<file path="src/rtl/tdc_pkg.sv">
package tdc_pkg;
    typedef enum logic [1:0] {
        ST_OFF,
        ST_WAIT,
        ST_RUN,
        ST_HOLD
    } seq_state_t;

    localparam int        REG_CTRL  = 0;
    localparam int        REG_MOD   = 1;
    localparam int        REG_PULSE = 2;
    localparam int        REG_CH0   = 3;
    localparam int        SEL_W     = 4;
    localparam logic [3:0] SEL_SOFT = 4'hF;

    localparam int BIT_EN   = 0;
    localparam int BIT_LDOK = 1;
    localparam int BIT_SOFT = 2;
    localparam int SEL_LSB  = 8;
endpackage

</file>
<file path="src/rtl/tdc_trig_sel.sv">
module tdc_trig_sel
    import tdc_pkg::*;
#(
    parameter int N_TRIG = 4
) (
    input  logic              clk,
    input  logic              rst_n,
    input  logic [N_TRIG-1:0] trig_in,
    input  logic [SEL_W-1:0]  sel,
    input  logic              soft_req,
    input  logic              enable,
    output logic              start_evt
);
    logic [N_TRIG-1:0] sync1_q, sync2_q, hist_q;
    logic [N_TRIG-1:0] rise;
    logic              picked;

    always_ff @(posedge clk or negedge rst_n) begin
        if (!rst_n) begin
            sync1_q <= '0;
            sync2_q <= '0;
            hist_q  <= '0;
        end else begin
            sync1_q <= trig_in;
            sync2_q <= sync1_q;
            hist_q  <= sync2_q;
        end
    end

    assign rise = sync2_q & ~hist_q;

    always_comb begin
        picked = 1'b0;
        for (int i = 0; i < N_TRIG; i++) begin
            if (sel == SEL_W'(i)) picked = rise[i];
        end
    end

    assign start_evt = enable && ((sel == SEL_SOFT) ? soft_req : picked);
endmodule

</file>
<file path="src/rtl/tdc_regs.sv">
module tdc_regs
    import tdc_pkg::*;
#(
    parameter int CNT_W  = 16,
    parameter int N_CH   = 4,
    parameter int ADDR_W = 4
) (
    input  logic                       clk,
    input  logic                       rst_n,
    input  logic                       wr_en,
    input  logic [ADDR_W-1:0]          wr_addr,
    input  logic [31:0]                wr_data,
    input  logic [ADDR_W-1:0]          rd_addr,
    output logic [31:0]                rd_data,
    input  logic                       at_mod,
    output logic                       enable,
    output logic [SEL_W-1:0]           sel,
    output logic                       soft_req,
    output logic                       ldok,
    output logic                       load_fire,
    output logic [CNT_W-1:0]           act_mod,
    output logic [CNT_W-1:0]           act_set,
    output logic [CNT_W-1:0]           act_clr,
    output logic [N_CH-1:0][CNT_W-1:0] act_ch
);
    logic [CNT_W-1:0]           sh_mod, sh_set, sh_clr;
    logic [N_CH-1:0][CNT_W-1:0] sh_ch;
    logic                       wr_ctrl, wr_mod, wr_pulse;

    assign wr_ctrl  = wr_en && (wr_addr == ADDR_W'(REG_CTRL));
    assign wr_mod   = wr_en && (wr_addr == ADDR_W'(REG_MOD));
    assign wr_pulse = wr_en && (wr_addr == ADDR_W'(REG_PULSE));
    assign soft_req = wr_ctrl && wr_data[BIT_SOFT];

    assign load_fire = ldok && (!enable || at_mod);

    always_ff @(posedge clk or negedge rst_n) begin
        if (!rst_n) begin
            enable  <= 1'b0;
            sel     <= '0;
            ldok    <= 1'b0;
            sh_mod  <= '1;
            sh_set  <= '0;
            sh_clr  <= '0;
            act_mod <= '1;
            act_set <= '0;
            act_clr <= '0;
        end else begin
            if (wr_ctrl) begin
                enable <= wr_data[BIT_EN];
                sel    <= wr_data[SEL_LSB +: SEL_W];
            end
            if (wr_ctrl && wr_data[BIT_LDOK]) ldok <= 1'b1;
            else if (load_fire)                ldok <= 1'b0;
            if (wr_mod) sh_mod <= wr_data[CNT_W-1:0];
            if (wr_pulse) begin
                sh_set <= wr_data[16 +: CNT_W];
                sh_clr <= wr_data[0 +: CNT_W];
            end
            if (load_fire) begin
                act_mod <= sh_mod;
                act_set <= sh_set;
                act_clr <= sh_clr;
            end
        end
    end

    for (genvar c = 0; c < N_CH; c++) begin : g_ch
        always_ff @(posedge clk or negedge rst_n) begin
            if (!rst_n) begin
                sh_ch[c]  <= '0;
                act_ch[c] <= '0;
            end else begin
                if (wr_en && (wr_addr == ADDR_W'(REG_CH0 + c))) sh_ch[c] <= wr_data[CNT_W-1:0];
                if (load_fire) act_ch[c] <= sh_ch[c];
            end
        end
    end

    always_comb begin
        rd_data = '0;
        if (rd_addr == ADDR_W'(REG_CTRL)) begin
            rd_data[BIT_EN]              = enable;
            rd_data[BIT_LDOK]            = ldok;
            rd_data[SEL_LSB +: SEL_W]    = sel;
        end else if (rd_addr == ADDR_W'(REG_MOD)) begin
            rd_data = 32'(act_mod);
        end else if (rd_addr == ADDR_W'(REG_PULSE)) begin
            rd_data = {16'(act_set), 16'(act_clr)};
        end
        for (int c = 0; c < N_CH; c++) begin
            if (rd_addr == ADDR_W'(REG_CH0 + c)) rd_data = 32'(act_ch[c]);
        end
    end
endmodule

</file>
<file path="src/rtl/tdc_seq.sv">
module tdc_seq
    import tdc_pkg::*;
#(
    parameter int CNT_W = 16
) (
    input  logic             clk,
    input  logic             rst_n,
    input  logic             enable,
    input  logic             start_evt,
    input  logic [CNT_W-1:0] modulus,
    output logic [CNT_W-1:0] cnt,
    output seq_state_t       state,
    output logic             running,
    output logic             at_mod
);
    seq_state_t       state_d;
    logic [CNT_W-1:0] cnt_d;

    always_ff @(posedge clk or negedge rst_n) begin
        if (!rst_n) begin
            state <= ST_OFF;
            cnt   <= '0;
        end else begin
            state <= state_d;
            cnt   <= cnt_d;
        end
    end

    always_comb begin
        state_d = state;
        cnt_d   = cnt;
        if (!enable) begin
            state_d = ST_OFF;
            cnt_d   = '0;
        end else if (start_evt) begin
            state_d = ST_RUN;
            cnt_d   = '0;
        end else begin
            unique case (state)
                ST_OFF:  state_d = ST_WAIT;
                ST_WAIT: state_d = ST_WAIT;
                ST_RUN: begin
                    if (cnt == modulus) state_d = ST_HOLD;
                    else                cnt_d   = cnt + 1'b1;
                end
                ST_HOLD: state_d = ST_HOLD;
                default: state_d = ST_OFF;
            endcase
        end
    end

    always_comb begin
        running = (state == ST_RUN);
        at_mod  = running && (cnt == modulus);
    end
endmodule

</file>
<file path="src/rtl/tdc_outgen.sv">
module tdc_outgen #(
    parameter int CNT_W = 16,
    parameter int N_CH  = 4
) (
    input  logic                       clk,
    input  logic                       rst_n,
    input  logic                       enable,
    input  logic                       start_evt,
    input  logic                       running,
    input  logic [CNT_W-1:0]           cnt,
    input  logic [CNT_W-1:0]           set_val,
    input  logic [CNT_W-1:0]           clr_val,
    input  logic [N_CH-1:0][CNT_W-1:0] ch_val,
    output logic                       pulse_out,
    output logic [N_CH-1:0]            pretrig
);
    always_ff @(posedge clk or negedge rst_n) begin
        if (!rst_n)                           pulse_out <= 1'b0;
        else if (!enable)                     pulse_out <= 1'b0;
        else if (running && cnt == clr_val)   pulse_out <= 1'b0;
        else if (running && cnt == set_val)   pulse_out <= 1'b1;
    end

    for (genvar c = 0; c < N_CH; c++) begin : g_pre
        always_ff @(posedge clk or negedge rst_n) begin
            if (!rst_n)                          pretrig[c] <= 1'b0;
            else if (!enable || start_evt)       pretrig[c] <= 1'b0;
            else if (running && cnt == ch_val[c]) pretrig[c] <= 1'b1;
        end
    end
endmodule

</file>
<file path="src/rtl/trig_delay_pulser.sv">
module trig_delay_pulser
    import tdc_pkg::*;
#(
    parameter int CNT_W  = 16,
    parameter int N_CH   = 4,
    parameter int N_TRIG = 4,
    parameter int ADDR_W = 4
) (
    input  logic              clk,
    input  logic              rst_n,
    input  logic [N_TRIG-1:0] trig_in,
    input  logic              wr_en,
    input  logic [ADDR_W-1:0] wr_addr,
    input  logic [31:0]       wr_data,
    input  logic [ADDR_W-1:0] rd_addr,
    output logic [31:0]       rd_data,
    output logic [CNT_W-1:0]  cnt_out,
    output logic              pulse_out,
    output logic [N_CH-1:0]   pretrig
);
    logic                       enable, soft_req, ldok, load_fire, start_evt;
    logic                       running, at_mod;
    logic [SEL_W-1:0]           sel;
    logic [CNT_W-1:0]           act_mod, act_set, act_clr, cnt;
    logic [N_CH-1:0][CNT_W-1:0] act_ch;
    seq_state_t                 state;

    tdc_regs #(.CNT_W(CNT_W), .N_CH(N_CH), .ADDR_W(ADDR_W)) u_regs (
        .clk(clk), .rst_n(rst_n), .wr_en(wr_en), .wr_addr(wr_addr), .wr_data(wr_data),
        .rd_addr(rd_addr), .rd_data(rd_data), .at_mod(at_mod), .enable(enable), .sel(sel),
        .soft_req(soft_req), .ldok(ldok), .load_fire(load_fire), .act_mod(act_mod),
        .act_set(act_set), .act_clr(act_clr), .act_ch(act_ch)
    );

    tdc_trig_sel #(.N_TRIG(N_TRIG)) u_trig (
        .clk(clk), .rst_n(rst_n), .trig_in(trig_in), .sel(sel), .soft_req(soft_req),
        .enable(enable), .start_evt(start_evt)
    );

    tdc_seq #(.CNT_W(CNT_W)) u_seq (
        .clk(clk), .rst_n(rst_n), .enable(enable), .start_evt(start_evt), .modulus(act_mod),
        .cnt(cnt), .state(state), .running(running), .at_mod(at_mod)
    );

    tdc_outgen #(.CNT_W(CNT_W), .N_CH(N_CH)) u_out (
        .clk(clk), .rst_n(rst_n), .enable(enable), .start_evt(start_evt), .running(running),
        .cnt(cnt), .set_val(act_set), .clr_val(act_clr), .ch_val(act_ch),
        .pulse_out(pulse_out), .pretrig(pretrig)
    );

    assign cnt_out = cnt;
endmodule

</file>
<file path="config.mk">
export PLATFORM = sky130hd
export DESIGN_NAME = trig_delay_pulser
export DESIGN_NICKNAME = d
export VERILOG_FILES = /design/src/rtl/tdc_pkg.sv /design/src/rtl/tdc_trig_sel.sv /design/src/rtl/tdc_regs.sv /design/src/rtl/tdc_seq.sv /design/src/rtl/tdc_outgen.sv /design/src/rtl/trig_delay_pulser.sv
export SDC_FILE = /design/constraint.sdc
export NUM_CORES = 1
export LEC_CHECK = 0
export BUFFER_PORTS_ARGS = -buffer_cell sky130_fd_sc_hd__buf_2
export CORE_MARGIN = 5
export CORE_UTILIZATION = 50
export DETAILED_ROUTE_END_ITERATION = 12
export PLACE_DENSITY = 0.68
export SLEW_MARGIN = 30
export SYNTH_ARGS = -nofsm -noshare
export SYNTH_HDL_FRONTEND = slang
export SYNTH_SLANG_ARGS = --single-unit
</file>
<file path="constraint.sdc">
create_clock -name clk -period 5.5 [get_ports clk]
set_input_delay 0.55 -clock clk [delete_from_list [all_inputs] [get_ports clk]]
set_output_delay 0.55 -clock clk [all_outputs]
set_load 0.03 [all_outputs]
</file>
; ---- After elaboration in Yosys (flattened, before gate mapping)
; Index checks and enable logic that the tools add are counted.
[word_totals]
inputBits = 47
output_inout_bits = 53
register_bits = 265
[classes]
bitwise_logic = 2
muxes = 36
n_addsub = 1
reduce_logical = 32
n_eq_ne = 30
[op_table]
columns = operator, count
row1 = two-way mux 32 bit, 6
row2 = equality test 16 bit, 7
row3 = two-way mux 16 bit, 4
row4 = "equality test 4 x 2 -> 1 bit, second input constant", 6
row5 = "equality test 4 x 3 -> 1 bit, second input constant", 6
row6 = two-way mux 20 bit, 1
row7 = logical AND 1 bit, 18
row8 = two-way mux 1 bit, 18
row9 = "adder 16 x 1 -> 16 bit, second input constant", 1
row10 = "equality test 4 x 1 -> 1 bit, second input constant", 3
row11 = logical NOT 4 bit, 3
row12 = nonzero test 2 bit, 5
row13 = two-way mux 2 bit, 4
row14 = two-way mux 6 bit, 1
row15 = "inequality test 3 x 1 -> 1 bit, second input constant", 2
row16 = case mux 2 bit (3 select lines), 1
row17 = bitwise AND 4 bit, 1
row18 = "equality test 2 bit, second input constant", 2
row19 = "equality test 4 bit, second input constant", 1
row20 = two-way mux 4 bit, 1
row21 = "inequality test 4 x 3 -> 1 bit, second input constant", 1
row22 = inverter 4 bit, 1
row23 = "inequality test 3 x 2 -> 1 bit, second input constant", 1
row24 = "equality test 2 x 1 -> 1 bit, second input constant", 1
row25 = other kinds (5), 6

; ---- Longest topological paths before layout
; Gate-level depths: netlist of run 1.
[depth]
depth_word = 10
depth_mapped = 8
ltp_nobuf = 5

; ---- Modules after synthesis
; A second synthesis of run 1 with hierarchy kept.
[unflattened]
cells_unflattened = 966
hier_area_um2 = 12743.5
[by_module_without_submodules]
columns = module, instances, area_each_um2, cells_each
row1 = tdc_regs, 1, 9751.9, 655
row2 = tdc_outgen, 1, 1378.8, 159
row3 = tdc_seq, 1, 1233.7, 130
row4 = tdc_trig_sel, 1, 379.1, 22

; ---- Worst setup path after synthesis of run 1
; Ideal clock, no wire load.
[synth_path]
path_kind = input-to-output
startpoint = in rd_addr[3]
endpoint = out rd_data[13]
setup_slack_ns = 2.586
path_stages = 7
required_time_ns = 4.950
path_buffers = 2
arrival_time_ns = 2.364
path_cell_list = clkbuf_1 -> inv_1 -> nand2_1 -> nor2_1 -> clkbuf_1 -> a222oi_1 -> o21ai_0
[synth_between]
elab_chain_len = 8
[synth_lines]
columns = item, line_no
row1 = start: declaration, trig_delay_pulser.sv:15  ; input logic [ADDR_W-1:0] rd_addr,
row2 = equality test 4 x 2 -> 1 bit, tdc_regs.sv:88  ; end else if (rd_addr == ADDR_W'(REG_PULSE)) begin
row3 = two-way mux 32 bit, tdc_regs.sv:88
row4 = two-way mux 32 bit, tdc_regs.sv:86  ; end else if (rd_addr == ADDR_W'(REG_MOD)) begin
row5 = two-way mux 20 bit, tdc_regs.sv:82  ; if (rd_addr == ADDR_W'(REG_CTRL)) begin
row6 = two-way mux 32 bit (3 in a row), tdc_regs.sv:92  ; if (rd_addr == ADDR_W'(REG_CH0 + c)) rd_data = 32'(act_ch[c]);
row7 = two-way mux 32 bit (*), tdc_regs.sv:92
row8 = end: declaration, trig_delay_pulser.sv:16  ; output logic [31:0] rd_data,
; Mark *: on every way between the ends. The rest lies on a longest branch, timed or not.

; ---- Final worst setup path of run 1
[layout_path]
startpoint = reg u_regs.ldok
endpoint = out rd_data[1]
[layout_between]
elab_chain_len = 5
[layout_lines]
columns = item, line_no
row1 = start: declaration, tdc_regs.sv:19  ; output logic ldok,
row2 = start signal: assignment, tdc_regs.sv:41  ; ldok <= 1'b0;
row3 = start signal: assignment, tdc_regs.sv:53  ; if (wr_ctrl && wr_data[BIT_LDOK]) ldok <= 1'b1;
row4 = start signal: assignment, tdc_regs.sv:54  ; else if (load_fire) ldok <= 1'b0;
row5 = two-way mux 2 bit, tdc_regs.sv:82
row6 = two-way mux 32 bit (4 in a row), tdc_regs.sv:92
; No other way between the ends.

==> results of run 1 <==
## cell families (layout without fill, tap and decap cells)
family	Yosys count	count (layout)	synth area share [%]
AND/OR/NAND/NOR	527	527	16.1
AO/OA/AOI/OAI	328	328	14.5
flip-flops	265	265	43.1
multiplexers	224	224	15.6
buffers and inverters	144	195	4.35
XOR/XNOR	112	112	6.34
adder cells (fa/ha/maj)	1	1	0.0809
other	0	2	0
## state kept, by name (all words and copies together), names as in the netlist, 2 cells and up
| signal | count |
|---|---|
| u_regs.act_ch | 64 |
| u_regs.sh_ch | 64 |
| u_regs.act_clr | 16 |
| u_regs.act_mod | 16 |
| u_regs.act_set | 16 |
| u_regs.sh_clr | 16 |
| u_regs.sh_mod | 16 |
| u_regs.sh_set | 16 |
| u_seq.cnt | 16 |
| u_out.pretrig | 4 |
| u_regs.sel | 4 |
| u_trig.hist_q | 4 |
| u_trig.sync1_q | 4 |
| u_trig.sync2_q | 4 |
| u_seq.state | 2 |
## layout by cell type (no fill, tap or decap), types with 31 or more instances in the layout
cell type / synthesis / routed
nand2_1: 253 / 253
dfrtp_1: 233 / 231
o21ai_0: 138 / 138
nand3_1: 119 / 119
mux2_2: 112 / 112
mux2i_1: 110 / 110
a211o_1: 108 / 108
xnor2_1: 100 / 100
buf_2: 13 / 98
nand4_1: 34 / 34
dfstp_2: 32 / 32
clkbuf_16: 0 / 31
## worst reg2reg max path, delay by kind of cell (launching register included)
family / cells / cell delay, ns
compound gates: 1 / 0.31
simple gates: 2 / 0.54
mux: 1 / 0.22
xor+xnor: 1 / 0.20
flops: 1 / 0.89
buf+inv: 1 / 0.77
## area by class of cell
cell class                      count  area share [%]
Inverter                            9           0.211
Clock buffer                       40            4.94
Sequential cell                   265            38.8
Clock inverter                     16            1.25
Timing Repair Buffer              130            4.51
Antenna cell                        2          0.0291
Multi-Input combinational cell   1192            47.3
Tap cell                          396            2.88
## Yosys cell counts (17+ instances only)
cell type  instances
a211o_1          108
clkbuf_1          90
o21ai_0          138
nor2_1            32
nand3_1          119
dfrtp_1          233
buf_1             17
mux2_2           112
mux2i_1          110
and2_1            17
nand4_1           34
dfstp_2           32
nand2_1          253
xnor2_1          100
## worst max path at each step
stage                                  startpoint     endpoint
after floorplan                        rd_addr[3]  rd_data[13]
after global placement                 rd_addr[0]   rd_data[3]
after detailed placement               rd_addr[0]  rd_data[13]
after CTS                 u_regs.ldok$_DFFE_PN0P_   rd_data[1]
after global routing      u_regs.ldok$_DFFE_PN0P_   rd_data[1]
final                     u_regs.ldok$_DFFE_PN0P_   rd_data[1]
## routing by layer
metal / track usage (%) / up-vias / wire length [um]
met4: 10.2 / 2 / 2170
met3: 3.93 / 133 / 3720
met5: 0 / - / 7
met1: 40.6 / 6569 / 21200
met2: 44.0 / 565 / 22400
li1: - / 5820 / -
## metrics by stage
stage | util [%] | setup slack (ns) | total power (W)
6_report | 56.2 | 2.11 | 0.00561
5_1_grt | 56.2 | 2.10 | 0.00586
4_1_cts | 56.2 | 2.10 | 0.00562
3_5_place_dp | 52.7 | 2.17 | 0.00346
3_3_place_gp | 52.7 | 2.05 | 0.00340
2_1_floorplan | - | 2.59 | 0.00313
## power breakdown
group	switching, W	internal (W)
logic	0.000538	0.000406
clock network	0.000855	0.00132
registers	0.000264	0.00223
total	0.00166	0.00395
==> flow_summary.toml, run 1 <==
[drt]
post_drt_wl_per_cell_um = 24.2
via_per_inst = 6.38
drtIter0Drc = 1442
drtPass1Iterations = 5
drc = 0
num_vias = 13100
ant_nets = 0
drt_wl_total_um = 49600

[setup_path]
critPathRequiredTime_ns = 4.95
r2r-start = "u_seq.cnt[13]$_DFFE_PN0P_"
path_max_fanout = 51
crit_chain = "nor2b_1 -> o22ai_1 -> nor4_1 -> a211oi_1 -> o21ai_0 -> buf_2"
startpoint_type = "flip-flop"
crit_cells = 6
r2r-end = "u_regs.act_clr[3]$_DFFE_PN0P_"
crit_buf_inv = 1
reg2regPathDepth = 6
critical-path-top-delay-family = "flip-flops"
criticalPathCategory = "reg2out"
end_kind = "output port"
max_stage_delay_ns = 0.86
slowest_stage = "dfrtp_4"
critPathArrivalTime_ns = 2.84
r2r_setup_slack_ns = 2.46

[power]
peakVddDrop_mv = 0.242
powerDensity_nw_per_um2 = 326
p_leak_nw = 6.30

[clocking]
cts.repair.resized = 0
tritoncts = "yes"
path_clk_slew_ns = 0.06
root_buffer = "clkbuf_16"
clk_latency_ns = 0.57
cts_sinks = 265
cts-buffers-inserted = 30
postCtsHoldBufs = 0
post_cts_buffers = 0
htree_levels = 1
cts.path.max_buffers = 3

[timing]
grt_setup_unrepaired = "false"
max_slew_margin_pct = 24.4
max_freq_mhz = 295
finalCriticalPeriod_ns = 3.39
final.setup.tns_ns = 0
tightestPinTransition_ns = 1.12
whs_ns = -0.0153
fin_skew_ns = 0.0124
period_share_pct = 61.6
hold_viol = 3
slew_violations = 0
setup_viol = 0

[die]
fp.dieArea_um2 = 34500
die_w_um = 186
core_um2 = 30600
die_y_um = 186
num_rows = 64
io_pins = 100
initial_utilization_pct = 50.6

[grt]
grt-ovfl-total = 0
grt.total_usage_pct = 28.3
antenna_found_initial = 2
grt_max_degree = 217
grt_pass1_wl_um = 75800
grt_pass1_vias = 12600

[yosys]
synth-seq-cells = 265
ys.flop_type = "dfrtp_1"
synthTopCellsByArea = "dfrtp_1, mux2_2, mux2i_1"
yosysWarnings = 0
async_flop_share_pct = 100
syn_nets = 1649
syn-cell-area_um2 = 15500
synth_edf_count = 0
synth_cells = 1601
synthDistinctLibCells = 51
synth_top_area_share_pct = 37.7
yosysSeqAreaShare_pct = 43.1
avgSynthCellArea_um2 = 9.66
yosys.area.top_type = "dfrtp_1"

[place]
dp_hpwl_um = 31900
port_buffers = 99
gp_congestion = 0.979
place_inst = 1992
dpl_cell_area_um2 = 16100

[finish]
final_cells = 2050
stdcell_area_um2 = 17200
multiInputGateArea_um2 = 8140
drive_gt1_share_pct = 20.8
fin_nets = 1676
fillers = 2664
seqCellArea_um2 = 6680
area.growth.synth_to_final_pct = 11.2

[run_status]
violations = "hold timing"
status = "complete, but fails checks"

[worst_hold_path]
hp-class = "in2async"

[flow_run]
drv_cap = 0
(Power assumes the default switching activity.)
==> inputs of run 2 (changes only) <==
ABC_AREA = 1   (was unset)
PLACE_DENSITY = 0.71   (was 0.68)
clock period = 2.88 ns   (was 5.5 ns; I/O delays follow)
==> flow_summary.toml, run 2 <==
[drt]
drtIter0Drc = 1563
drtPass1Iterations = 5
ant_nets = 0
post_drt_wl_per_cell_um = 20.8
via_per_inst = 5.64
drc = 0
num_vias = 11700
drt_wl_total_um = 42900

[yosys]
async_flop_share_pct = 100
synthSimpleGateAreaFrac_pct = 28.0
yosysSeqAreaShare_pct = 51.8
syn_nets = 1656
avgSynthCellArea_um2 = 8.01
syn-cell-area_um2 = 12900
synth_most_common_cell = "nand2_1"
synth_cells = 1608
synth_edf_count = 0
yosysWarnings = 0
yosys.area.top_type = "dfrtp_1"
synth_common_cells = "nand2_1, dfrtp_1, nand3_1"
synth-seq-cells = 265
muxShareOfSynthArea_pct = 1.40
synthTopCellsByArea = "dfrtp_1, nand2_1, nand3_1"
synth_top_area_share_pct = 45.3
synthXorXnorAreaFrac_pct = 3.40
synth_top_family_by_area = "simple AND/OR/NAND/NOR gates"
ys.flop_type = "dfrtp_1"
synthDistinctLibCells = 28
synth-compound-area-share_pct = 7.82
synth-adder-area-share_pct = 0.0972

[power]
power_switching_w = 0.00483
powerDensity_nw_per_um2 = 867
p_clk_share_pct = 27.1
peakVddDrop_mv = 0.595
p_total_w = 0.0129
p_leak_nw = 7.47
p_int_w = 0.00807
swShare_pct = 37.4
comb_power_share_pct = 25.0
seq_power_share_pct = 47.8

[timing]
tightestPinTransition_ns = 0.776
finalCriticalPeriod_ns = 2.33
setup_slack_ns = 0.553
max_slew_margin_pct = 48.3
fin_skew_ns = 0.0348
grt_setup_unrepaired = "false"
whs_ns = 0.0982
setup_viol = 0
max_freq_mhz = 430
slew_violations = 0
hold_viol = 0
period_share_pct = 80.8
final.setup.tns_ns = 0

[finish]
drive_gt1_share_pct = 14.3
n_antenna_cell = 0
layout_common_cells = "nand2_1, dfrtp_1, nand3_1"
mostFrequentLayoutCell = "nand2_1"
largestRegisters = "u_regs.act_ch (64), u_regs.sh_ch (64)"
fin_nets = 1762
utilization_pct = 58.9
area.growth.synth_to_final_pct = 15.5

[flow_run]
drv_cap = 0

[grt]
grt-ovfl-total = 0
grt_max_degree = 86
grt_pass1_wl_um = 66500
antenna_found_initial = 1
grt_pass1_vias = 11200
grt.total_usage_pct = 29.8

[place]
port_buffers = 99
dp_slack_ns = 0.570
gp_congestion = 1.04
dp_hpwl_um = 30300

[die]
initial_utilization_pct = 51.0
fp.dieArea_um2 = 29100
io_pins = 100
core_um2 = 25300
num_rows = 58
die_w_um = 170
die_y_um = 170

[clocking]
clk_latency_ns = 0.57
root_buffer = "clkbuf_16"
cts.path.max_buffers = 3
htree_levels = 1
cts.repair.resized = 0
cts-buffers-inserted = 28
path_clk_slew_ns = 0.06
tritoncts = "yes"
cts_sinks = 265
post_cts_buffers = 0
postCtsHoldBufs = 27

[setup_path]
path_max_fanout = 3
critPathArrivalTime_ns = 2.04
startpoint_type = "flip-flop"
criticalPathCategory = "reg2out"
end_kind = "output port"
critPathRequiredTime_ns = 2.59

[run_status]
status = "complete, no violations"

[worst_hold_path]
hp-class = "in2reg"
-- run 2: changes by cell type after synthesis, sizes merged, moves of 14 or more --
cell / previous run / this run
a211o: 108 / 0
inv: 9 / 128
a21oi: 15 / 53
o21ai: 138 / 102
xnor2: 100 / 24
xor2: 12 / 26
clkbuf: 90 / 52
nor2: 32 / 124
mux2: 112 / 16
nand3: 119 / 169
and2: 17 / 0
mux2i: 110 / 0
nand2: 253 / 518
nor3: 5 / 26
-- run 2: layout make-up --
| class | count | area [um^2] |
|---|---|---|
| clock buffers | 41 | 779 |
| clock inverters | 11 | 111 |
| fillers | 2322 | 10400 |
| inverters | 128 | 480 |
| multi-input cells | 1124 | 5270 |
| flip-flops and latches | 265 | 6680 |
| well taps | 330 | 413 |
| repair buffers | 167 | 1150 |
-- run 2: stage by stage --
step           cell area (um^2)  cells
2_1_floorplan             12900   1608
3_3_place_gp              13700   1987
3_5_place_dp              13700   1987
4_1_cts                   14900   2066
5_1_grt                   14900   2066
6_report                  14900   2066
-- run 2: path summary, 6_finish.rpt --
kind / start / to / slack, ns / cells after the start
max reg2reg: u_seq.cnt[5]$_DFFE_PN0P_ / u_regs.act_clr[9]$_DFFE_PN0P_ / 0.56 / 12
min: wr_data[12] / u_regs.sh_ch[44]$_DFFE_PN0P_ / 0.1 / 3
max: u_regs.act_mod[4]$_DFFE_PN1P_ / rd_data[4] / 0.55 / 5
min in group asynchronous: rst_n / u_regs.sh_clr[4]$_DFFE_PN0P_ / 0.25 / 2
max in group asynchronous: rst_n / u_regs.ldok$_DFFE_PN0P_ / 1.73 / 3
min reg2reg: u_trig.sync1_q[3]$_DFF_PN0_ / u_trig.sync2_q[3]$_DFF_PN0_ / 0.35 / 0
-- run 2: cell families after synthesis --
group                      Yosys count
buffers and inverters              219
muxes                               16
adders and majority gates            1
DFF                                265
AOI/OAI and AO/OA                  187
xor gates and xnor gates            50
and+or+nand+nor                    870
-- run 2: power groups by stage --
stage / sequential (W) / clock [W] / combinational, W
after floorplan: 0.00559 / 0 / 0.00232
after global placement: 0.00614 / 0 / 0.00310
after detailed placement: 0.00615 / 0 / 0.00317
after CTS: 0.00609 / 0.00355 / 0.00322
after global routing: 0.00625 / 0.00373 / 0.00367
final: 0.00617 / 0.00350 / 0.00323
-- run 2: worst max-delay path, cell delays in order, from the launching register on --
cell	delay [ns]
dfstp_2	0.58
inv_1	0.10
o21ai_0	0.30
a21oi_1	0.08
o2111ai_1	0.15
buf_2	0.27
-- run 2: layer usage --
metal / vias up / track usage (%) / part of all wire (%)
met3: 120 / 4.46 / 8.5
met5: - / 0 / 0.044
met2: 596 / 45.5 / 44
met4: 2 / 12.9 / 5.1
li1: 5382 / - / -
met1: 5552 / 42.6 / 43
==> inputs of run 3 (changes only) <==
PLACE_DENSITY = 0.68   (was 0.71)
clock period = 2.3 ns   (was 2.88 ns; I/O delays follow)
==> flow_summary.toml, run 3 (same netlist as run 2, synthesis figures left out) <==
[clocking]
root_buffer = "clkbuf_16"
cts-buffers-inserted = 29
path_clk_slew_ns = 0.06
clk_latency_ns = 0.55
htree_levels = 1
cts_sinks = 265
post_cts_buffers = 0
tritoncts = "yes"
cts.path.max_buffers = 3

[timing]
whs_ns = 0.0113
finalCriticalPeriod_ns = 2.19
grt_setup_unrepaired = "true"
final.setup.tns_ns = 0
fin_skew_ns = 0.0170
slew_violations = 0
setup_viol = 0
max_slew_margin_pct = 48.1
hold_viol = 0
period_share_pct = 95.4
max_freq_mhz = 456
tightestPinTransition_ns = 0.779

[drt]
via_per_inst = 5.49
drc = 0
drtIter0Drc = 1021
ant_nets = 0
drt_wl_total_um = 41900
post_drt_wl_per_cell_um = 20.0
drtPass1Iterations = 5
num_vias = 11500

[finish]
largestRegisters = "u_regs.act_ch (64), u_regs.sh_ch (64)"
area.growth.synth_to_final_pct = 18.6
mostFrequentLayoutCell = "nand2_1"
utilization_pct = 60.5
n_antenna_cell = 0
layout_common_cells = "nand2_1, dfrtp_1, nand3_1"
fin_nets = 1790
final_cells = 2094
drive_gt1_share_pct = 16.1

[power]
p_clk_share_pct = 29.7
p_leak_nw = 7.68
peakVddDrop_mv = 0.619
p_int_w = 0.0107
seq_power_share_pct = 45.5
p_total_w = 0.0167
swShare_pct = 35.8
powerDensity_nw_per_um2 = 1090
power_switching_w = 0.00598
comb_power_share_pct = 24.9

[setup_path]
critPathArrivalTime_ns = 2.63
crit_chain = "inv_1 -> nand2_1 -> nand2_1 -> nor2_1 -> nand2_1 -> nor2_1 -> nand3_1 -> nand2_4 -> nand2_8 -> buf_12 -> nand2_1 -> nand2_1"
criticalPathCategory = "reg2reg"
crit_start = "u_regs.act_mod[12]$_DFFE_PN1P_"
critical-path-top-delay-family = "simple AND/OR/NAND/NOR gates"
end_kind = "flip-flop"
cp_common_cell = "nand2_1"
max_stage_delay_ns = 0.58
r2r-start = "u_regs.act_mod[12]$_DFFE_PN1P_"
startpoint_type = "flip-flop"
path_max_fanout = 41
slowest_stage = "dfstp_2"
critPathRequiredTime_ns = 2.73
crit_buf_inv = 2

[place]
port_buffers = 99
gp_congestion = 1.01
place_inst = 2012
dp_hpwl_um = 29700

[die]
fp.dieArea_um2 = 29100
die_y_um = 170
die_w_um = 170
io_pins = 100
core_um2 = 25300
num_rows = 58
initial_utilization_pct = 51.0

[grt]
grt_max_degree = 72
grt.total_usage_pct = 28.9
grt-ovfl-total = 0
grt_pass1_vias = 11200
antenna_found_initial = 0
grt_pass1_wl_um = 65400

[flow_run]
drv_cap = 0

[run_status]
status = "complete, no violations"

[worst_hold_path]
worstHoldStart = "wr_data[4]"
hp-class = "in2reg"
run 3: changes by cell type in the layout (fill, tap and decap cells not counted), moves of 2 or more:
| cell | change |
|---|---|
| clkbuf_1 | -8 |
| clkinvlp_4 | +2 |
| buf_4 | +23 |
| clkbuf_16 | +2 |
| bufinv_16 | +4 |
run 3: final timing paths:
kind                                                   to  slack, ns  cells past startpoint
max                        u_regs.act_clr[14]$_DFFE_PN0P_       0.11                     12
min                          u_regs.sh_ch[52]$_DFFE_PN0P_       0.01                      3
max reg2reg                u_regs.act_clr[14]$_DFFE_PN0P_       0.11                     12
min reg2reg                   u_trig.sync2_q[0]$_DFF_PN0_       0.35                      0
max in group asynchronous    u_regs.sh_mod[3]$_DFFE_PN1P_       1.27                      3
min in group asynchronous     u_trig.sync2_q[0]$_DFF_PN0_       0.19                      2
run 3: through the flow:
step           setup slack (ns)  instance area (um^2)
2_1_floorplan             0.436                 12900
5_1_grt                 -0.0139                 15300
4_1_cts                   0.108                 15200
3_5_place_dp              0.144                 13900
3_3_place_gp              0.163                 13900
6_report                  0.106                 15300
run 3: power by group through the flow:
stage	Clock (W)	Combinational, W	Sequential, W
after floorplan	0	0.00291	0.00699
after global placement	0	0.00393	0.00758
after detailed placement	0	0.00401	0.00761
after CTS	0.00502	0.00408	0.00754
after global routing	0.00523	0.00468	0.00773
final	0.00494	0.00414	0.00758
run 3: layout make-up:
type	count	area [um^2]
clock inverters	18	233
repair buffers	194	1400
inverters	128	480
fillers	2284	9980
clock buffers	35	788
multi-input cells	1124	5280
well taps	330	413
flip-flops and latches	265	6680
run 3: repair_timing:
action                                 4_1_cts  5_1_grt
resized for setup                            0        3
setup endpoints to repair                    0       22
hold buffers                                28        0
endpoints found under the hold margin      123        0
run 3: worst register-to-register path, stage by stage, from the launching register on:
cell and delay, ns:
dfstp_2 0.58, inv_1 0.09, nand2_1 0.06, nand2_1 0.05, nor2_1 0.08, nand2_1 0.07
nor2_1 0.19, nand3_1 0.16, nand2_4 0.21, nand2_8 0.18, buf_12 0.25, nand2_1 0.11
nand2_1 0.06
run 3: per-layer routing:
layer / global-route usage, % / vias to the layer above / wire, um
met3: 4.41 / 104 / 3010
li1: - / 5449 / -
met1: 40.7 / 5467 / 18000
met2: 45.5 / 470 / 19100
met5: 0 / - / 0
met4: 11.2 / 0 / 1750
